## config.mk

```make
export PLATFORM = sky130hd
export DESIGN_NAME = sysctl_regbank
export DESIGN_NICKNAME = d
export VERILOG_FILES = /design/src/rtl/sysctl_pkg.sv /design/src/rtl/sysctl_access_check.sv /design/src/rtl/sysctl_wmask.sv /design/src/rtl/sysctl_store.sv /design/src/rtl/sysctl_regbank.sv
export SDC_FILE = /design/constraint.sdc
export NUM_CORES = 2
export LEC_CHECK = 0
export BUFFER_PORTS_ARGS = -buffer_cell sky130_fd_sc_hd__buf_2
export CAP_MARGIN = 10
export CELL_PAD_IN_SITES_DETAIL_PLACEMENT = 0
export CELL_PAD_IN_SITES_GLOBAL_PLACEMENT = 1
export CORE_MARGIN = 2
export CORE_UTILIZATION = 52
export CTS_CLUSTER_DIAMETER = 80
export DETAILED_ROUTE_END_ITERATION = 8
export MAX_ROUTING_LAYER = met4
export PLACE_DENSITY_LB_ADDON = 0.1
export RECOVER_POWER = 50
export SETUP_SLACK_MARGIN = 0.5
export SLEW_MARGIN = 20
export SYNTH_ARGS = -nofsm -noshare
export SYNTH_HDL_FRONTEND = slang
export SYNTH_SLANG_ARGS = --single-unit
```

## constraint.sdc

```tcl
create_clock -name clk -period 2.35 [get_ports clk]
set_clock_uncertainty 0.15 [all_clocks]
set_input_delay 0.47 -clock clk [delete_from_list [all_inputs] [get_ports clk]]
set_output_delay 0.47 -clock clk [all_outputs]
set_load 0.01 [all_outputs]
```

## src/rtl/sysctl_pkg.sv

```systemverilog
package sysctl_pkg;

   localparam int unsigned WORD_W     = 32;
   localparam int unsigned IDX_W      = 4;
   localparam int unsigned OPC_W      = 3;
   localparam int unsigned NREG       = 1 << IDX_W;
   localparam int unsigned DBG_N      = 4;
   localparam int unsigned DBG_SW     = $clog2(DBG_N);
   localparam int unsigned ENDIAN_BIT = 7;

   // Register indices that the decode depends on
   localparam logic [IDX_W-1:0] IX_IDENT = 4'd0;
   localparam logic [IDX_W-1:0] IX_CTRL  = 4'd1;
   localparam logic [IDX_W-1:0] IX_DEBUG = 4'd14;

   // Write masks and forced bits
   localparam logic [WORD_W-1:0] CTRL_KEEP  = 32'h0000_3B87;
   localparam logic [WORD_W-1:0] CTRL_FORCE = 32'h0000_0078;
   localparam logic [WORD_W-1:0] TTB_KEEP   = 32'hFFFF_C000;
   localparam logic [WORD_W-1:0] FSR_KEEP   = 32'h0000_06FF;
   localparam logic [WORD_W-1:0] LOCK_KEEP  = 32'h0000_0001;
   localparam logic [WORD_W-1:0] PID_KEEP   = 32'hFE00_0000;
   localparam logic [WORD_W-1:0] CPAC_KEEP  = 32'h0000_3FFF;
   localparam logic [WORD_W-1:0] AUX_KEEP   = 32'h0000_0033;

   typedef struct packed {
      logic              hit;
      logic [DBG_SW-1:0] slot;
   } dbg_sel_t;

   typedef struct packed {
      logic              b0;
      logic              b1;
      logic              dbg;
      logic [DBG_SW-1:0] slot;
      logic [WORD_W-1:0] data;
   } wr_cmd_t;

   // Secondary index -> extra debug word of register 14
   function automatic dbg_sel_t dbg_decode(input logic [IDX_W-1:0] sec);
      dbg_sel_t r;
      r = '0;
      unique case (sec)
         4'd3:    begin r.hit = 1'b1; r.slot = 2'd0; end
         4'd4:    begin r.hit = 1'b1; r.slot = 2'd1; end
         4'd8:    begin r.hit = 1'b1; r.slot = 2'd2; end
         4'd9:    begin r.hit = 1'b1; r.slot = 2'd3; end
         default: r = '0;
      endcase
      return r;
   endfunction

endpackage

```

## src/rtl/sysctl_access_check.sv

```systemverilog
module sysctl_access_check
   import sysctl_pkg::*;
(
   input  logic             user,
   input  logic [IDX_W-1:0] prim,
   input  logic [IDX_W-1:0] sec,
   input  logic [OPC_W-1:0] op1,
   input  logic [OPC_W-1:0] op2,
   output logic             ok
);

   logic sec0, op2_0;
   dbg_sel_t dsel;

   assign sec0  = (sec == '0);
   assign op2_0 = (op2 == '0);
   assign dsel  = dbg_decode(sec);

   always_comb begin
      ok = 1'b0;
      if (!user && op1 == '0) begin
         unique case (prim)
            4'd0, 4'd1:
               ok = sec0;
            4'd2, 4'd3, 4'd5, 4'd6, 4'd13:
               ok = sec0 && op2_0;
            4'd7: begin
               unique case (op2)
                  3'd0:    ok = (sec == 4'd5) || (sec == 4'd6) || (sec == 4'd7);
                  3'd1:    ok = (sec == 4'd5) || (sec == 4'd6) || (sec == 4'd10);
                  3'd4:    ok = (sec == 4'd10);
                  3'd5:    ok = (sec == 4'd2);
                  3'd6:    ok = (sec == 4'd5);
                  default: ok = 1'b0;
               endcase
            end
            4'd8:
               ok = (op2 <= 3'd1) && (sec >= 4'd5) && (sec <= 4'd7)
                    && !(op2 == 3'd1 && sec == 4'd7);
            4'd9, 4'd10:
               ok = (sec <= 4'd1) && (op2 <= 3'd1);
            4'd14:
               ok = op2_0 && (sec0 || dsel.hit);
            4'd15:
               ok = (sec == 4'd1) && op2_0;
            default:
               ok = 1'b0;
         endcase
      end
   end

endmodule

```

## src/rtl/sysctl_wmask.sv

```systemverilog
module sysctl_wmask
   import sysctl_pkg::*;
(
   input  logic              en,
   input  logic [IDX_W-1:0]  prim,
   input  logic [IDX_W-1:0]  sec,
   input  logic [OPC_W-1:0]  op2,
   input  logic [WORD_W-1:0] wdata,
   output wr_cmd_t           cmd
);

   dbg_sel_t dsel;
   assign dsel = dbg_decode(sec);

   always_comb begin
      cmd      = '0;
      cmd.data = wdata;
      if (en) begin
         if (op2 != '0) begin
            if (prim == IX_CTRL) begin
               cmd.b1   = 1'b1;
               cmd.data = wdata & AUX_KEEP;
            end
         end else begin
            unique case (prim)
               4'd1:  begin cmd.b0 = 1'b1; cmd.data = (wdata & CTRL_KEEP) | CTRL_FORCE; end
               4'd2:  begin cmd.b0 = 1'b1; cmd.data = wdata & TTB_KEEP;  end
               4'd3:  cmd.b0 = 1'b1;
               4'd5:  begin cmd.b0 = 1'b1; cmd.data = wdata & FSR_KEEP;  end
               4'd6:  cmd.b0 = 1'b1;
               4'd9:  begin cmd.b0 = 1'b1; cmd.data = wdata & LOCK_KEEP; end
               4'd13: begin cmd.b0 = 1'b1; cmd.data = wdata & PID_KEEP;  end
               4'd14: begin
                  if (dsel.hit) begin
                     cmd.dbg  = 1'b1;
                     cmd.slot = dsel.slot;
                  end else begin
                     cmd.b0 = 1'b1;
                  end
               end
               4'd15: begin cmd.b0 = 1'b1; cmd.data = wdata & CPAC_KEEP; end
               default: cmd = '0;
            endcase
         end
      end
   end

endmodule

```

## src/rtl/sysctl_store.sv

```systemverilog
module sysctl_store
   import sysctl_pkg::*;
#(
   parameter logic [WORD_W-1:0] ID_RST    = 32'h6905_2000,
   parameter logic [WORD_W-1:0] CACHE_RST = 32'h0B1A_A1AA,
   parameter logic [WORD_W-1:0] CTRL_RST  = 32'h0000_0078
) (
   input  logic              clk,
   input  logic              rst_n,
   input  wr_cmd_t           cmd,
   input  logic [IDX_W-1:0]  prim,
   input  logic [IDX_W-1:0]  sec,
   output logic [WORD_W-1:0] rd_b0,
   output logic [WORD_W-1:0] rd_b1,
   output logic [WORD_W-1:0] rd_dbg,
   output logic [WORD_W-1:0] ctrl_q
);

   logic [WORD_W-1:0] b0_arr  [NREG];
   logic [WORD_W-1:0] b1_arr  [NREG];
   logic [WORD_W-1:0] dbg_arr [DBG_N];
   dbg_sel_t rsel;

   for (genvar i = 0; i < NREG; i++) begin : g_word
      localparam logic [WORD_W-1:0] RV0 = (i == 0) ? ID_RST : ((i == 1) ? CTRL_RST : '0);
      localparam logic [WORD_W-1:0] RV1 = (i == 0) ? CACHE_RST : '0;
      logic [WORD_W-1:0] p_q, a_q;

      always_ff @(posedge clk or negedge rst_n) begin
         if (!rst_n)                              p_q <= RV0;
         else if (cmd.b0 && prim == IDX_W'(i))    p_q <= cmd.data;
      end

      always_ff @(posedge clk or negedge rst_n) begin
         if (!rst_n)                              a_q <= RV1;
         else if (cmd.b1 && prim == IDX_W'(i))    a_q <= cmd.data;
      end

      assign b0_arr[i] = p_q;
      assign b1_arr[i] = a_q;
   end

   for (genvar d = 0; d < DBG_N; d++) begin : g_dbg
      logic [WORD_W-1:0] d_q;
      always_ff @(posedge clk or negedge rst_n) begin
         if (!rst_n)                               d_q <= '0;
         else if (cmd.dbg && cmd.slot == DBG_SW'(d)) d_q <= cmd.data;
      end
      assign dbg_arr[d] = d_q;
   end

   assign rsel   = dbg_decode(sec);
   assign rd_b0  = b0_arr[prim];
   assign rd_b1  = b1_arr[prim];
   assign rd_dbg = dbg_arr[rsel.slot];
   assign ctrl_q = b0_arr[IX_CTRL];

endmodule

```

## src/rtl/sysctl_regbank.sv

```systemverilog
module sysctl_regbank
   import sysctl_pkg::*;
#(
   parameter int unsigned       DATA_W    = 32,
   parameter int unsigned       PIDX_W    = 4,
   parameter int unsigned       OP_W      = 3,
   parameter logic [DATA_W-1:0] ID_RST    = 32'h6905_2000,
   parameter logic [DATA_W-1:0] CACHE_RST = 32'h0B1A_A1AA,
   parameter logic [DATA_W-1:0] CTRL_RST  = 32'h0000_0078
) (
   input  logic              clk,
   input  logic              rst_n,
   input  logic              req_valid,
   input  logic              req_write,
   input  logic              req_user,
   input  logic [PIDX_W-1:0] req_prim,
   input  logic [PIDX_W-1:0] req_sec,
   input  logic [OP_W-1:0]   req_op1,
   input  logic [OP_W-1:0]   req_op2,
   input  logic [DATA_W-1:0] req_wdata,
   output logic              rsp_valid,
   output logic              rsp_done,
   output logic [DATA_W-1:0] rsp_rdata,
   output logic              endian_pulse,
   output logic              endian_level
);

   if (DATA_W != WORD_W) begin : g_bad_width
      $error("sysctl_regbank: DATA_W must equal the package word width");
   end
   if (PIDX_W != IDX_W) begin : g_bad_idx
      $error("sysctl_regbank: PIDX_W must equal the package index width");
   end
   if (OP_W != OPC_W) begin : g_bad_op
      $error("sysctl_regbank: OP_W must equal the package opcode width");
   end

   logic              legal;
   logic              do_wr;
   wr_cmd_t           wcmd;
   logic [WORD_W-1:0] rd_b0, rd_b1, rd_dbg, ctrl_q;
   logic [WORD_W-1:0] rd_sel;
   logic              flip;
   dbg_sel_t          rsel;

   sysctl_access_check u_chk_acc (
      .user (req_user),
      .prim (req_prim),
      .sec  (req_sec),
      .op1  (req_op1),
      .op2  (req_op2),
      .ok   (legal)
   );

   assign do_wr = req_valid && req_write && legal;

   sysctl_wmask u_wmask (
      .en    (do_wr),
      .prim  (req_prim),
      .sec   (req_sec),
      .op2   (req_op2),
      .wdata (req_wdata),
      .cmd   (wcmd)
   );

   sysctl_store #(
      .ID_RST    (ID_RST),
      .CACHE_RST (CACHE_RST),
      .CTRL_RST  (CTRL_RST)
   ) u_store (
      .clk    (clk),
      .rst_n  (rst_n),
      .cmd    (wcmd),
      .prim   (req_prim),
      .sec    (req_sec),
      .rd_b0  (rd_b0),
      .rd_b1  (rd_b1),
      .rd_dbg (rd_dbg),
      .ctrl_q (ctrl_q)
   );

   assign rsel = dbg_decode(req_sec);

   always_comb begin
      if (req_op2 != '0)                           rd_sel = rd_b1;
      else if (req_prim == IX_DEBUG && rsel.hit)   rd_sel = rd_dbg;
      else                                         rd_sel = rd_b0;
   end

   assign flip = wcmd.b0 && (req_prim == IX_CTRL)
                 && (wcmd.data[ENDIAN_BIT] != ctrl_q[ENDIAN_BIT]);

   always_ff @(posedge clk or negedge rst_n) begin
      if (!rst_n) begin
         rsp_valid    <= 1'b0;
         rsp_done     <= 1'b0;
         rsp_rdata    <= '0;
         endian_pulse <= 1'b0;
      end else begin
         rsp_valid    <= req_valid;
         rsp_done     <= req_valid && legal;
         rsp_rdata    <= (req_valid && legal && !req_write) ? rd_sel : '0;
         endian_pulse <= flip;
      end
   end

   assign endian_level = ctrl_q[ENDIAN_BIT];

endmodule

```

==> impl_metrics.json <==
{
  "status": "finished, violations left",
  "violations": "setup timing",
  "synth_top_flop_cell": "dfrtp_1",
  "wl_per_cell_um": 26.0,
  "ir_drop_v": 0.000665,
  "synth_seq_area_share": 0.632,
  "crit_chain": "buf_6 -> or4b_4 -> nor4_4 -> o32ai_4 -> o221a_4 -> buf_6 -> or2_4 -> buf_12 -> and2_4",
  "fp.dieW_um": 305,
  "cp_max_fo": 17,
  "start_util": 0.524,
  "min_path_cells": 3,
  "path_common_cell": "buf_6",
  "dieArea_sq_um": 92900,
  "ys_ff_latch": 1187,
  "period_share": 1.04,
  "fin_nets": 3194,
  "r2r_slack_ns": 0.33,
  "place.detailed.hpwl_mm": 72.9,
  "crit_family": "simple AND/OR/NAND/NOR gates",
  "p_leak_nw": 25.3,
  "synthArstFlopShare": 1.00,
  "yosysUniqueCellTypes": 60,
  "worstHoldStart": "req_wdata[14]",
  "grt_overflow_total": 0,
  "syn_to_final_growth_pct": 15.3,
  "min_period_ns": 2.44,
  "synth_nets": 3562,
  "maxSlewHeadroom": 0.142,
  "critical_path.max_stage_delay_ns": 0.58,
  "clock_path_buffers": 3,
  "slew_viol_final": 0,
  "r2r-end": "rsp_rdata[27]$_DFF_PN0_",
  "critPathKind": "in -> reg",
  "startpoint_type": "input pin",
  "die_h_um": 305,
  "hold_viol_final": 0,
  "fin_ws_ns": -0.0938,
  "port_buffers": 86,
  "path_clk_slew_ns": 0.06,
  "cp.required_ns": 2.80,
  "critPathSlowestCell": "or4b_4",
  "post-synth-top-count-cell": "dfrtp_1",
  "fill_cells": 6577,
  "grt_pass1_vias": 27903,
  "synth_top_area_cell": "dfrtp_1",
  "rsz0062_at_grt": "yes",
  "tns_ns": -3.93,
  "min_to": "u_store.g_dbg[3].d_q[14]$_DFFE_PN0P_",
  "netlist_top_cells_area": "dfrtp_1 62%, mux4_2 17%, clkbuf_1 6.8%",
  "yosys_warnings": 0,
  "fin_util": 0.604,
  "cts_num_sinks": 1187,
  "drtIter0Drc": 2429,
  "clk_latency_ns": 0.71,
  "viasPerCell": 5.79,
  "max_freq_ghz": 0.409,
  "drtPass1Iterations": 7,
  "r2r_start": "u_store.g_word[15].a_q[27]$_DFFE_PN0P_",
  "finalInstanceArea_sq_um": 54300,
  "finalSetupViolations": 121,
  "totalWireLength_mm": 115,
  "grt_max_degree": 95,
  "yosysTopAreaCellShare": 0.618,
  "antenna_found_initial": 8,
  "place_area_sq_um": 48900,
  "num_rows": 110,
  "track_usage": 0.259,
  "place_congestion": 0.871,
  "cp.buffers_inverters": 3,
  "p_per_area_nw_per_um2": 770,
  "reg2reg_depth": 5,
  "power_w": 0.0418,
  "drc": 0,
  "cts_tree": "built",
  "ant_nets": 0,
  "coreArea_sq_um": 89900,
  "synth_common_cells": "1,163 x dfrtp_1, 851 x clkbuf_1, 412 x o21ai_0",
  "ctsHtreeMaxLevel": 3,
  "via_count": 25646,
  "synth_edf_count": 0,
  "clock_tree.root_cell": "clkbuf_16",
  "syn_avg_cell_area_sq_um": 13.4,
  "grt_pass1_wl_mm": 176,
  "hold_class": "in -> reg",
  "ios": 87,
  "layout-drive-gt1-share": 0.364,
  "synth_cells": 3511,
  "critPathCaptureType": "register",
  "worstMarginPinSlew_ns": 1.29,
  "critPathArrivalTime_ns": 2.89,
  "numCtsBuffers": 119,
  "maxCapViolations": 0,
  "synth_area_sq_um": 47100
}
==> logic make-up (layout without fill, tap and decap cells) <==
family	after synthesis	in the layout	share of synthesized area
other	0	7	0
flip-flops	1187	1187	0.632
multiplexers	359	359	0.169
buffers and inverters	922	654	0.0769
AO/OA/AOI/OAI	675	677	0.0773
AND/OR/NAND/NOR	368	368	0.0449
==> cells in the final DEF (no fill, tap or decap), types with 6 or more instances in the layout <==
| cell type | netlist | final |
|---|---|---|
| dlygate4sd3_1 | 0 | 8 |
| clkbuf_16 | 0 | 127 |
| clkbuf_8 | 0 | 30 |
| a21o_1 | 10 | 10 |
| bufinv_16 | 0 | 11 |
| a211oi_2 | 0 | 22 |
| and2_4 | 0 | 29 |
| clkinv_2 | 0 | 22 |
| buf_4 | 0 | 195 |
| and2_1 | 99 | 70 |
| a21oi_2 | 1 | 15 |
| buf_2 | 17 | 79 |
| nand4_1 | 6 | 6 |
| o21ai_1 | 138 | 197 |
| nor3b_1 | 8 | 7 |
| or2_4 | 5 | 10 |
| o21ai_0 | 412 | 274 |
| nand2b_1 | 13 | 12 |
| nor2_1 | 47 | 42 |
| mux4_2 | 349 | 349 |
| clkbuf_2 | 0 | 7 |
| o21ai_2 | 0 | 76 |
| nor2b_1 | 63 | 60 |
| diode_2 | 0 | 7 |
| a21oi_1 | 40 | 22 |
| buf_6 | 18 | 27 |
| nand2_1 | 46 | 46 |
| clkbuf_1 | 851 | 48 |
| buf_12 | 0 | 74 |
| a211oi_4 | 0 | 9 |
| o2bb2ai_1 | 9 | 9 |
| nand3_1 | 32 | 30 |
| nor3_1 | 13 | 6 |
| dfstp_2 | 24 | 19 |
| dfrtp_1 | 1163 | 1163 |
==> per-stage QoR <==
stage,cells,hold WS [ns],setup WS (ns)
detailed placement,4159,0.207,-0.881
CTS,4405,0.00260,0.0100
floorplan,3511,0.0244,-0.515
global placement,4159,0.206,-0.872
global route,4427,0.0133,-0.0969
finish,4428,0.0275,-0.0938
==> worst max-delay path by stage <==
stage          cells after the start                                     end        start
3_5_place_dp                       8   u_store.g_word[9].p_q[16]$_DFFE_PN0P_  req_prim[2]
2_1_floorplan                     10   u_store.g_word[5].p_q[29]$_DFFE_PN0P_  req_prim[2]
6_report                           9  u_store.g_word[13].p_q[18]$_DFFE_PN0P_  req_prim[2]
5_1_grt                            9  u_store.g_word[13].p_q[18]$_DFFE_PN0P_  req_prim[2]
4_1_cts                            9  u_store.g_word[13].p_q[18]$_DFFE_PN0P_  req_prim[2]
3_3_place_gp                       8                  rsp_rdata[3]$_DFF_PN0_  req_prim[2]
==> repair_timing <==
action	CTS	global route
setup endpoints to repair	517	516
cloned	3	13
hold buffers	8	0
pin swaps	21	19
resized for setup	83	261
endpoints found under the hold margin	515	0
buffers inserted	12	3
==> sequential cells by signal, summed over array words and instances, names as in the netlist <==
register	cells
u_store.ctrl_q	32
u_store.g_word.a_q	512
u_store.g_word.p_q	480
rsp_done	1
rsp_rdata	32
u_store.g_dbg.d_q	128
rsp_valid	1
endian_pulse	1
==> worst min-delay path, stage by stage <==
cell and delay [ns]:
buf_2 0.13, nand3_2 0.16, o21ai_1 0.08
==> metal layers <==
metal  part of all wire  GRT usage  vias to the layer above
met5                  0          -                        -
met4              0.029     0.0770                        0
met3              0.056     0.0403                      212
met2               0.46      0.376                      773
met1               0.45      0.383                    13528
li1                   -          -                    11133
==> power by group <==
group	internal, W	switching [W]	total [W]
logic	0.000651	0.00118	0.00183
clock network	0.0115	0.00799	0.0195
registers	0.0204	0.000000520	0.0204
total	0.0326	0.00917	0.0418
==> cell type report <==
class | count | area [sq um] | area share
repair buffers | 428 | 4260 | 0.0784
clock buffers | 178 | 3500 | 0.0645
well taps | 1176 | 1470 | 0.0271
flip-flops and latches | 1187 | 29700 | 0.548
clock inverters | 45 | 573 | 0.0106
inverters | 3 | 11.3 | 0.000208
diodes | 7 | 17.5 | 0.000323
multi-input cells | 1404 | 14700 | 0.271
Power figures use the tool's default switching activity.
